==> src/rtl/taskdisp_pkg.sv <==
package taskdisp_pkg;

    typedef enum logic [1:0] {
        SRC_NONE = 2'd0,
        SRC_HIGH = 2'd1,
        SRC_LOW  = 2'd2
    } src_e;

    // Decide which queue serves a request.
    function automatic src_e pick_source(
        input logic is_fast,
        input logic hi_has,
        input logic lo_has,
        input logic any_fast_idle
    );
        src_e s;
        s = SRC_NONE;
        if (is_fast) begin
            if (hi_has)      s = SRC_HIGH;
            else if (lo_has) s = SRC_LOW;
        end else begin
            if (lo_has)                        s = SRC_LOW;
            else if (hi_has && !any_fast_idle) s = SRC_HIGH;
        end
        return s;
    endfunction

endpackage

==> src/rtl/task_fifo.sv <==
module task_fifo #(
    parameter int WIDTH = 8,
    parameter int DEPTH = 4,
    localparam int PTR_W = (DEPTH > 1) ? $clog2(DEPTH) : 1,
    localparam int CNT_W = $clog2(DEPTH + 1)
) (
    input  logic             clk,
    input  logic             rst,
    input  logic             push,
    input  logic [WIDTH-1:0] push_data,
    input  logic             pop,
    output logic [WIDTH-1:0] head,
    output logic             empty,
    output logic             full,
    output logic [CNT_W-1:0] count
);
    logic [WIDTH-1:0] slots [DEPTH];
    logic [PTR_W-1:0] wr_ptr, rd_ptr;
    logic             do_push, do_pop;

    assign empty   = (count == '0);
    assign full    = (count == CNT_W'(DEPTH));
    assign do_push = push && !full;
    assign do_pop  = pop && !empty;
    assign head    = slots[rd_ptr];

    function automatic logic [PTR_W-1:0] step(input logic [PTR_W-1:0] p);
        return (p == PTR_W'(DEPTH - 1)) ? '0 : p + 1'b1;
    endfunction

    always_ff @(posedge clk) begin
        if (rst) begin
            wr_ptr <= '0;
            rd_ptr <= '0;
            count  <= '0;
        end else begin
            if (do_push) begin
                slots[wr_ptr] <= push_data;
                wr_ptr        <= step(wr_ptr);
            end
            if (do_pop) rd_ptr <= step(rd_ptr);
            case ({do_push, do_pop})
                2'b10:   count <= count + 1'b1;
                2'b01:   count <= count - 1'b1;
                default: count <= count;
            endcase
        end
    end
endmodule

==> src/rtl/core_idle_tracker.sv <==
module core_idle_tracker #(
    parameter int NUM_CORES = 4,
    localparam int CORE_W = (NUM_CORES > 1) ? $clog2(NUM_CORES) : 1
) (
    input  logic                 clk,
    input  logic                 rst,
    input  logic                 ans_valid,
    input  logic [CORE_W-1:0]    ans_core,
    input  logic                 ans_granted,
    input  logic                 fin_valid,
    input  logic [CORE_W-1:0]    fin_core,
    output logic [NUM_CORES-1:0] idle
);
    for (genvar c = 0; c < NUM_CORES; c++) begin : g_core
        logic hit_ans, hit_fin;
        assign hit_ans = ans_valid && (ans_core == CORE_W'(c));
        assign hit_fin = fin_valid && (fin_core == CORE_W'(c));
        always_ff @(posedge clk) begin
            if (rst)          idle[c] <= 1'b1;
            else if (hit_ans) idle[c] <= !ans_granted;
            else if (hit_fin) idle[c] <= 1'b1;
        end
    end
endmodule

==> src/rtl/crit_task_dispatcher.sv <==
module crit_task_dispatcher
    import taskdisp_pkg::*;
#(
    parameter int NUM_CORES = 4,
    parameter int TASK_W    = 8,
    parameter int CRIT_W    = 3,
    parameter int DEPTH     = 4,
    parameter logic [NUM_CORES-1:0] FAST_MASK = 4'b0011,
    localparam int CORE_W = (NUM_CORES > 1) ? $clog2(NUM_CORES) : 1,
    localparam int CNT_W  = $clog2(DEPTH + 1)
) (
    input  logic                 clk,
    input  logic                 rst,
    input  logic                 enq_valid,
    input  logic [TASK_W-1:0]    enq_task,
    input  logic [CRIT_W-1:0]    enq_crit,
    output logic                 enq_ready,
    input  logic                 req_valid,
    input  logic [CORE_W-1:0]    req_core,
    input  logic                 done_valid,
    input  logic [CORE_W-1:0]    done_core,
    output logic                 rsp_valid,
    output logic                 rsp_has_task,
    output logic [TASK_W-1:0]    rsp_task,
    output logic [NUM_CORES-1:0] core_idle
);
    // index 0: high-priority queue, index 1: low-priority queue
    logic              q_push  [2];
    logic              q_pop   [2];
    logic [TASK_W-1:0] q_head  [2];
    logic              q_empty [2];
    logic              q_full  [2];
    logic [CNT_W-1:0]  q_count [2];

    logic is_crit, is_fast, any_fast_idle;
    src_e src;

    assign is_crit       = (enq_crit != '0);
    assign enq_ready     = is_crit ? !q_full[0] : !q_full[1];
    assign is_fast       = FAST_MASK[req_core];
    assign any_fast_idle = |(core_idle & FAST_MASK);
    assign src = req_valid ? pick_source(is_fast, !q_empty[0], !q_empty[1], any_fast_idle)
                           : SRC_NONE;

    assign q_push[0] = enq_valid && is_crit;
    assign q_push[1] = enq_valid && !is_crit;
    assign q_pop[0]  = (src == SRC_HIGH);
    assign q_pop[1]  = (src == SRC_LOW);

    for (genvar q = 0; q < 2; q++) begin : g_queue
        task_fifo #(.WIDTH(TASK_W), .DEPTH(DEPTH)) i_fifo (
            .clk       (clk),
            .rst       (rst),
            .push      (q_push[q]),
            .push_data (enq_task),
            .pop       (q_pop[q]),
            .head      (q_head[q]),
            .empty     (q_empty[q]),
            .full      (q_full[q]),
            .count     (q_count[q])
        );
    end

    logic [CNT_W-1:0] hp_count, lp_count;
    assign hp_count = q_count[0];
    assign lp_count = q_count[1];

    always_ff @(posedge clk) begin
        if (rst) begin
            rsp_valid    <= 1'b0;
            rsp_has_task <= 1'b0;
            rsp_task     <= '0;
        end else begin
            rsp_valid    <= req_valid;
            rsp_has_task <= (src != SRC_NONE);
            rsp_task     <= (src == SRC_HIGH) ? q_head[0] :
                            (src == SRC_LOW)  ? q_head[1] : '0;
        end
    end

    core_idle_tracker #(.NUM_CORES(NUM_CORES)) i_idle (
        .clk         (clk),
        .rst         (rst),
        .ans_valid   (req_valid),
        .ans_core    (req_core),
        .ans_granted (src != SRC_NONE),
        .fin_valid   (done_valid),
        .fin_core    (done_core),
        .idle        (core_idle)
    );
endmodule

==> config.mk <==
export PLATFORM = sky130hd
export DESIGN_NAME = crit_task_dispatcher
export DESIGN_NICKNAME = d
export VERILOG_FILES = /design/src/rtl/taskdisp_pkg.sv /design/src/rtl/task_fifo.sv /design/src/rtl/core_idle_tracker.sv /design/src/rtl/crit_task_dispatcher.sv
export SDC_FILE = /design/constraint.sdc
export NUM_CORES = 1
export LEC_CHECK = 0
export BUFFER_PORTS_ARGS = -buffer_cell sky130_fd_sc_hd__clkbuf_2
export CAP_MARGIN = 20
export CORE_UTILIZATION = 30
export DETAILED_ROUTE_END_ITERATION = 10
export HOLD_SLACK_MARGIN = 0.05
export SLEW_MARGIN = 0
export SYNTH_ARGS = -nofsm -noshare
export SYNTH_HDL_FRONTEND = slang
export SYNTH_HIERARCHICAL = 1
export SYNTH_SLANG_ARGS = --single-unit
==> constraint.sdc <==
create_clock -name clk -period 2.8 [get_ports clk]
set_input_delay 0.28 -clock clk [delete_from_list [all_inputs] [get_ports clk]]
set_output_delay 0.28 -clock clk [all_outputs]
set_load 0.05 [all_outputs]
Yosys cells after proc, flatten, opt, wreduce, memory -nomap -nowiden

Memories as Yosys holds them, arrays and structs flattened. A register that Yosys moved wholly into a read port is not among the register bits.
Cells that the tools add are included.

Add/sub/neg operators: 8
Order comparisons: 1
Equal/unequal tests: 18
Mux-type cells: 35
Reduce and logical (&&, ||, !) cells: 35

Operator list:

| cell                                                       | number |
|---|---|
| two-way mux 2 bit                                          | 13 |
| == test 2 bit, second input constant                       | 11 |
| two-way mux 1 bit                                          | 17 |
| two-way mux 8 bit                                          | 2 |
| logical AND 1 bit                                          | 15 |
| nonzero test 2 bit                                         | 7 |
| one-hot mux 3 bit (2 select lines)                         | 2 |
| == test 2 x 1 -> 1 bit, second input constant              | 5 |
| adder 2 x 1 -> 2 bit, second input constant                | 4 |
| zero test 1 bit                                            | 7 |
| adder 3 x 1 -> 3 bit, second input constant                | 2 |
| == test 3 bit, second input constant                       | 2 |
| zero test 3 bit                                            | 2 |
| subtractor 3 x 1 -> 3 bit, second input constant           | 2 |
| zero test 2 bit                                            | 2 |
| less-than comparator 2 x 3 -> 1 bit, second input constant | 1 |
| nonzero test 3 bit                                         | 1 |
| binary-select mux 1 bit (select 2 bit)                     | 1 |
| OR reduction 2 bit                                         | 1 |

Register bits after elaboration: 28
Memory bits (writable): 64
Bits of input ports: 20
Logic and storage cells: 112
Memories kept: 2

Memory list:

| memory                  | words | width | rd ports | clocked after Yosys merged registers in | wr ports | RTL line        | text |
|---|---|---|---|---|---|---|---|
| g_queue[0].i_fifo.slots | 4     | 8     | 1        | 1                                       | 1        | task_fifo.sv:17 | `logic [WIDTH-1:0] slots [DEPTH];` |
| g_queue[1].i_fifo.slots | 4     | 8     | 1        | 1                                       | 1        | task_fifo.sv:17 |  |

Logic depth before layout (Yosys ltp)

Word-level depth: 11
Gate-level depth with buffers: 12

Modules after synthesis

The synthesis kept the hierarchy.

Modules (own cells, without submodules):

| module               | times used | cells each | area an instance (µm²) | sequential area each (µm²) |
|---|---|---|---|---|
| task_fifo            | 2          | 96         | 1641.6                 | 1141.1 |
| crit_task_dispatcher | 1          | 34         | 385.4                  | 200.2 |
| core_idle_tracker    | 1          | 21         | 201.4                  | 80.1 |

Least setup slack after synthesis

OpenSTA, ideal clock, no wires.

Kind: register -> register
From: reg i_idle.idle[1]
To: reg g_queue[0].i_fifo.count[2]
Setup time: 71 ps
Arrival time: 2632 ps
Path slack: 97 ps
Stages on the path, launching flop included: 12
Path buffers: 0
Clock period less this slack: 2703 ps
Cell sequence: dfxtp_1 -> or3b_4 -> and2_1 -> nor2_1 -> o31ai_1 -> inv_1 -> ha_1 -> inv_1 -> fa_1 -> xor2_1 -> or3_2 -> a21oi_1

RTL lines:

| element                         | RTL line                | text |
|---|---|---|
| start, declared                 | core_idle_tracker.sv:12 | `output logic [NUM_CORES-1:0] idle` |
| start signal, assigned by index | core_idle_tracker.sv:20 | `else if (hit_ans) idle[c] <= !ans_granted;` |
| end signal, assigned            | task_fifo.sv:43         | `2'b10: count <= count + 1'b1;` |
| end signal, assigned            | task_fifo.sv:44         | `2'b01: count <= count - 1'b1;` |
| end signal, assigned            | task_fifo.sv:45         | `default: count <= count;` |
| end, declared                   | task_fifo.sv:15         | `output logic [CNT_W-1:0] count` |

==> parameters.txt <==
Parameter                              Value

Outcome
  Status    finished clean

Synthesis
  Share of synthesized area occupied by flip-flops and latches    66.2%
  Count of state elements after synthesis    96
  Number of warnings reported in the yosys synthesis log    6
  Average footprint of a synthesized cell    roughly 16 sq um
  EDFF count, synth    64
  Post-synth ARST share    0%
  Syn Inst Count    247
  Number of nets in the synthesized netlist    roughly 280
  Post-synthesis instance area    a little under 0.004 sq mm
  Synth unique cells    35
  Flip-flop cell with the highest count after synthesis    edfxtp_1

Setup path
  Critical path data arrival time    2.91 ns
  Nature of the critical path startpoint    flop
  Register-to-register setup slack    0.16 ns
  Kind of end point of the critical path    flop
  Number of cells on the worst reg-to-reg path    12
  Max FO, Critical Path    5
  Endpoint of the worst-slack reg-to-reg timing path    g_queue[0].i_fifo/count[2]
  Data required time at the worst endpoint    about 3 ns
  Category of the most critical setup path    flop to flop
  Reg-to-reg startpoint    g_queue[1].i_fifo/count[2]

Floorplan
  Full die area    between 0.01 and 0.015 sq mm
  Die Wd    approximately 120 um
  Floorplan Core Area    about 0.013 sq mm
  Cell Rows    between 40 and 50
  Number of top-level pins    35
  Die boundary height    116 um
  Initial cell density of the core    30.7%

Placed design
  Number of cells in the design after placement    458
  Number of buffers added on ports    34
  Final HPWL DP    4540 um
  Routability Congestion    0.751

Global routing
  Total global-route track usage    roughly 11%
  Layer with the highest usage    met2
  Wire length of the first global-routing pass    10,900 um
  Met2 Track Usage GR    18.2%
  Overall overflow remaining after global route    0
  Pin count of the biggest net entering global routing    19
  Number of global-route vias before repair    2,096
  Antenna violations before repair    0
  Global routing met3 resource utilization    2.46%
  Met1 usage    around 14%

STA
  Fin Setup TNS    0 ns
  Worst slew margin relative to its limit    just under 60%
  Final Hold Violating Endpoints    0
  Clock tree skew after final layout    0.00894 ns
  Worst hold-check slack    around 0.22 ns
  RSZ-0062 raised after global routing    false
  Final setup fails    0
  Max-slew violation count    0
  Final critical path time including I/O delays and setup    about 2.6 ns
  Pin slew with the least headroom to its limit    between 0.6 and 0.7 ns
  Maximum clock frequency    378 MHz
  Final period util    approximately 94%

CTS
  Clock-pin slew reported for the worst setup and hold paths after clock tree synthesis    roughly 0.070 ns
  Insertion delay to the later sink of the worst-skew pair    between 0.3 and 0.4 ns
  CTS tree    done
  CTS sink count    96
  Max H-tree Level    3
  Number of buffers added by the clock tree synthesis step    9
  CTS max path bufs    2
  Root Buffer    clkbuf_16
  # hold bufs at CTS    0

Detailed routing
  Detailed router's first-iteration violation count    approximately 160
  Vias/cell    approximately 4.5
  Total Wirelength    about 6900 um
  Iteration count of the initial detailed-routing pass    4
  Antenna Violating Nets Remaining    0
  Remaining DRCs    0
  Total vias in the final route    between 2,000 and 2,500
  WL per Instance    14.5 um

Layout
  Non-filler cells, final    approximately 480
  Antenna diodes    0
  Final-layout fill cell count    1,213
  Most common cell after layout, fill and taps aside    edfxtp_1
  Layout Area Growth over Synthesis    19.4%
  Most used cells in the layout excluding fill and tap cells    edfxtp_1 (64), clkbuf_2 (34), dfxtp_1 (31)
  Nets    332
  Share of final-layout standard cells stronger than drive strength 1    31.0%
  Post-Route Utilization    36.6%

Pwr
  Lkg Pwr    approximately 1.6 nW
  Max rail drop VDD    between 0.2 and 0.3 mV
  Power density over cell area    around 620 mW/mm^2

Hold path
  Hold endpoint    g_queue[1].i_fifo/slots[0][1]
  HP Start    enq_task[1]
  Hold Path Cell Cnt    1
  Hold crit path type    input port to flop

Job
  Maximum Capacitance Violations    0
stage by stage:
stage / worst slack [ns] / power (mW) / area, sq um
after CTS: 0.0350 / 2.91 / 4600
after global routing: 0.0294 / 3.00 / 4620
after floorplan: 0.0968 / 1.70 / 3870
final: 0.158 / 2.88 / 4620
after global placement: 0.0877 / 1.76 / 4320
after detailed placement: 0.0000246 / 1.77 / 4320
final cells by class:
type / instances / area (sq um) / area share (%)
well taps: 172 / 215 / 4.66
repair buffers: 48 / 275 / 5.96
inverters: 17 / 63.8 / 1.38
flip-flops and latches: 96 / 2560 / 55.5
clock inverters: 6 / 51.3 / 1.11
multi-input cells: 126 / 1220 / 26.5
clock buffers: 10 / 229 / 4.96
worst max path at each step:
stage | startpoint | endpoint | slack, ns
2_1_floorplan | i_idle/idle[1] | g_queue[0].i_fifo/count[2] | 0.1
3_3_place_gp | g_queue[1].i_fifo/count[2] | g_queue[0].i_fifo/count[2] | 0.09
3_5_place_dp | g_queue[1].i_fifo/count[2] | g_queue[0].i_fifo/count[2] | 0.00002
4_1_cts | g_queue[1].i_fifo/count[2] | g_queue[0].i_fifo/count[2] | 0.04
5_1_grt | g_queue[1].i_fifo/count[0] | g_queue[0].i_fifo/count[2] | 0.03
6_report | g_queue[1].i_fifo/count[2] | g_queue[0].i_fifo/count[2] | 0.16
flip-flops by register name, summed over array words and instances (netlist names), named ones only:
name	count
i_idle/idle	4
g_queue.i_fifo/count	6
g_queue.i_fifo/slots	64
rsp_has_task	1
rsp_valid	1
rsp_task	8
g_queue.i_fifo/rd_ptr	4
g_queue.i_fifo/wr_ptr	4
worst max-delay path: stages (launching register included):
cell,delay [ns]
dfxtp_2,0.34
nor3_2,0.16
or3b_4,0.39
and2_1,0.17
nor2_1,0.10
o31ai_1,0.09
inv_1,0.07
ha_2,0.17
inv_1,0.05
fa_2,0.33
xor2_1,0.15
or3_2,0.42
a21oi_2,0.13
cells in the mapped netlist (2+ instances only):
cell / n / area share (%)
or3b_1: 2 / 0.45
nor3_1: 4 / 0.52
nor2_1: 15 / 1.5
clkbuf_1: 2 / 0.19
mux2i_1: 7 / 1.8
buf_1: 2 / 0.19
a21o_1: 4 / 0.78
mux4_2: 16 / 9.3
xor2_1: 4 / 0.91
o31ai_1: 2 / 0.39
and2_1: 2 / 0.32
o21ai_0: 2 / 0.26
or3_1: 2 / 0.32
buf_2: 4 / 0.52
inv_1: 17 / 1.6
edfxtp_1: 64 / 50
a22o_1: 8 / 1.8
or3_2: 2 / 0.39
nand2_1: 6 / 0.58
a311oi_1: 4 / 0.91
fa_1: 2 / 1.0
ha_1: 12 / 3.9
a21oi_2: 4 / 0.91
nand3_1: 5 / 0.65
a21oi_1: 6 / 0.78
dfxtp_1: 32 / 17
nor3b_1: 8 / 1.6
nor2b_1: 2 / 0.32
cell families (layout without fill, tap and decap cells):
group / Yosys count / after routing / share of synthesized area, %
adders and majority gates: 14 / 14 / 4.91
buffers and inverters: 25 / 81 / 2.55
and+or+nand+nor: 52 / 52 / 7.50
muxes: 23 / 23 / 11.1
xor gates and xnor gates: 4 / 4 / 0.905
DFF: 96 / 96 / 66.2
AOI/OAI and AO/OA: 33 / 33 / 6.79
timing repair:
item | in CTS | in global routing
buffers inserted | 0 | 1
gates resized for setup | 1 | 4
endpoints found under the setup margin | 1 | 1
hold endpoints to repair | 0 | 0
pin swaps | 0 | 2
layer usage:
metal,share of wire (%),vias to the layer above
met5,0,-
met4,1.5,0
met3,3.0,9
met2,51,33
met1,45,1084
li1,-,1034
where the power goes:
group | switching (mW) | leakage (nW) | total (mW) | internal, mW
logic | 0.110 | 0.671 | 0.179 | 0.0689
registers | 0.0183 | 0.838 | 1.56 | 1.54
clock network | 0.529 | 0.128 | 1.14 | 0.615
total | 0.658 | 1.64 | 2.88 | 2.22
No activity file was read; power rests on OpenSTA's default activity.
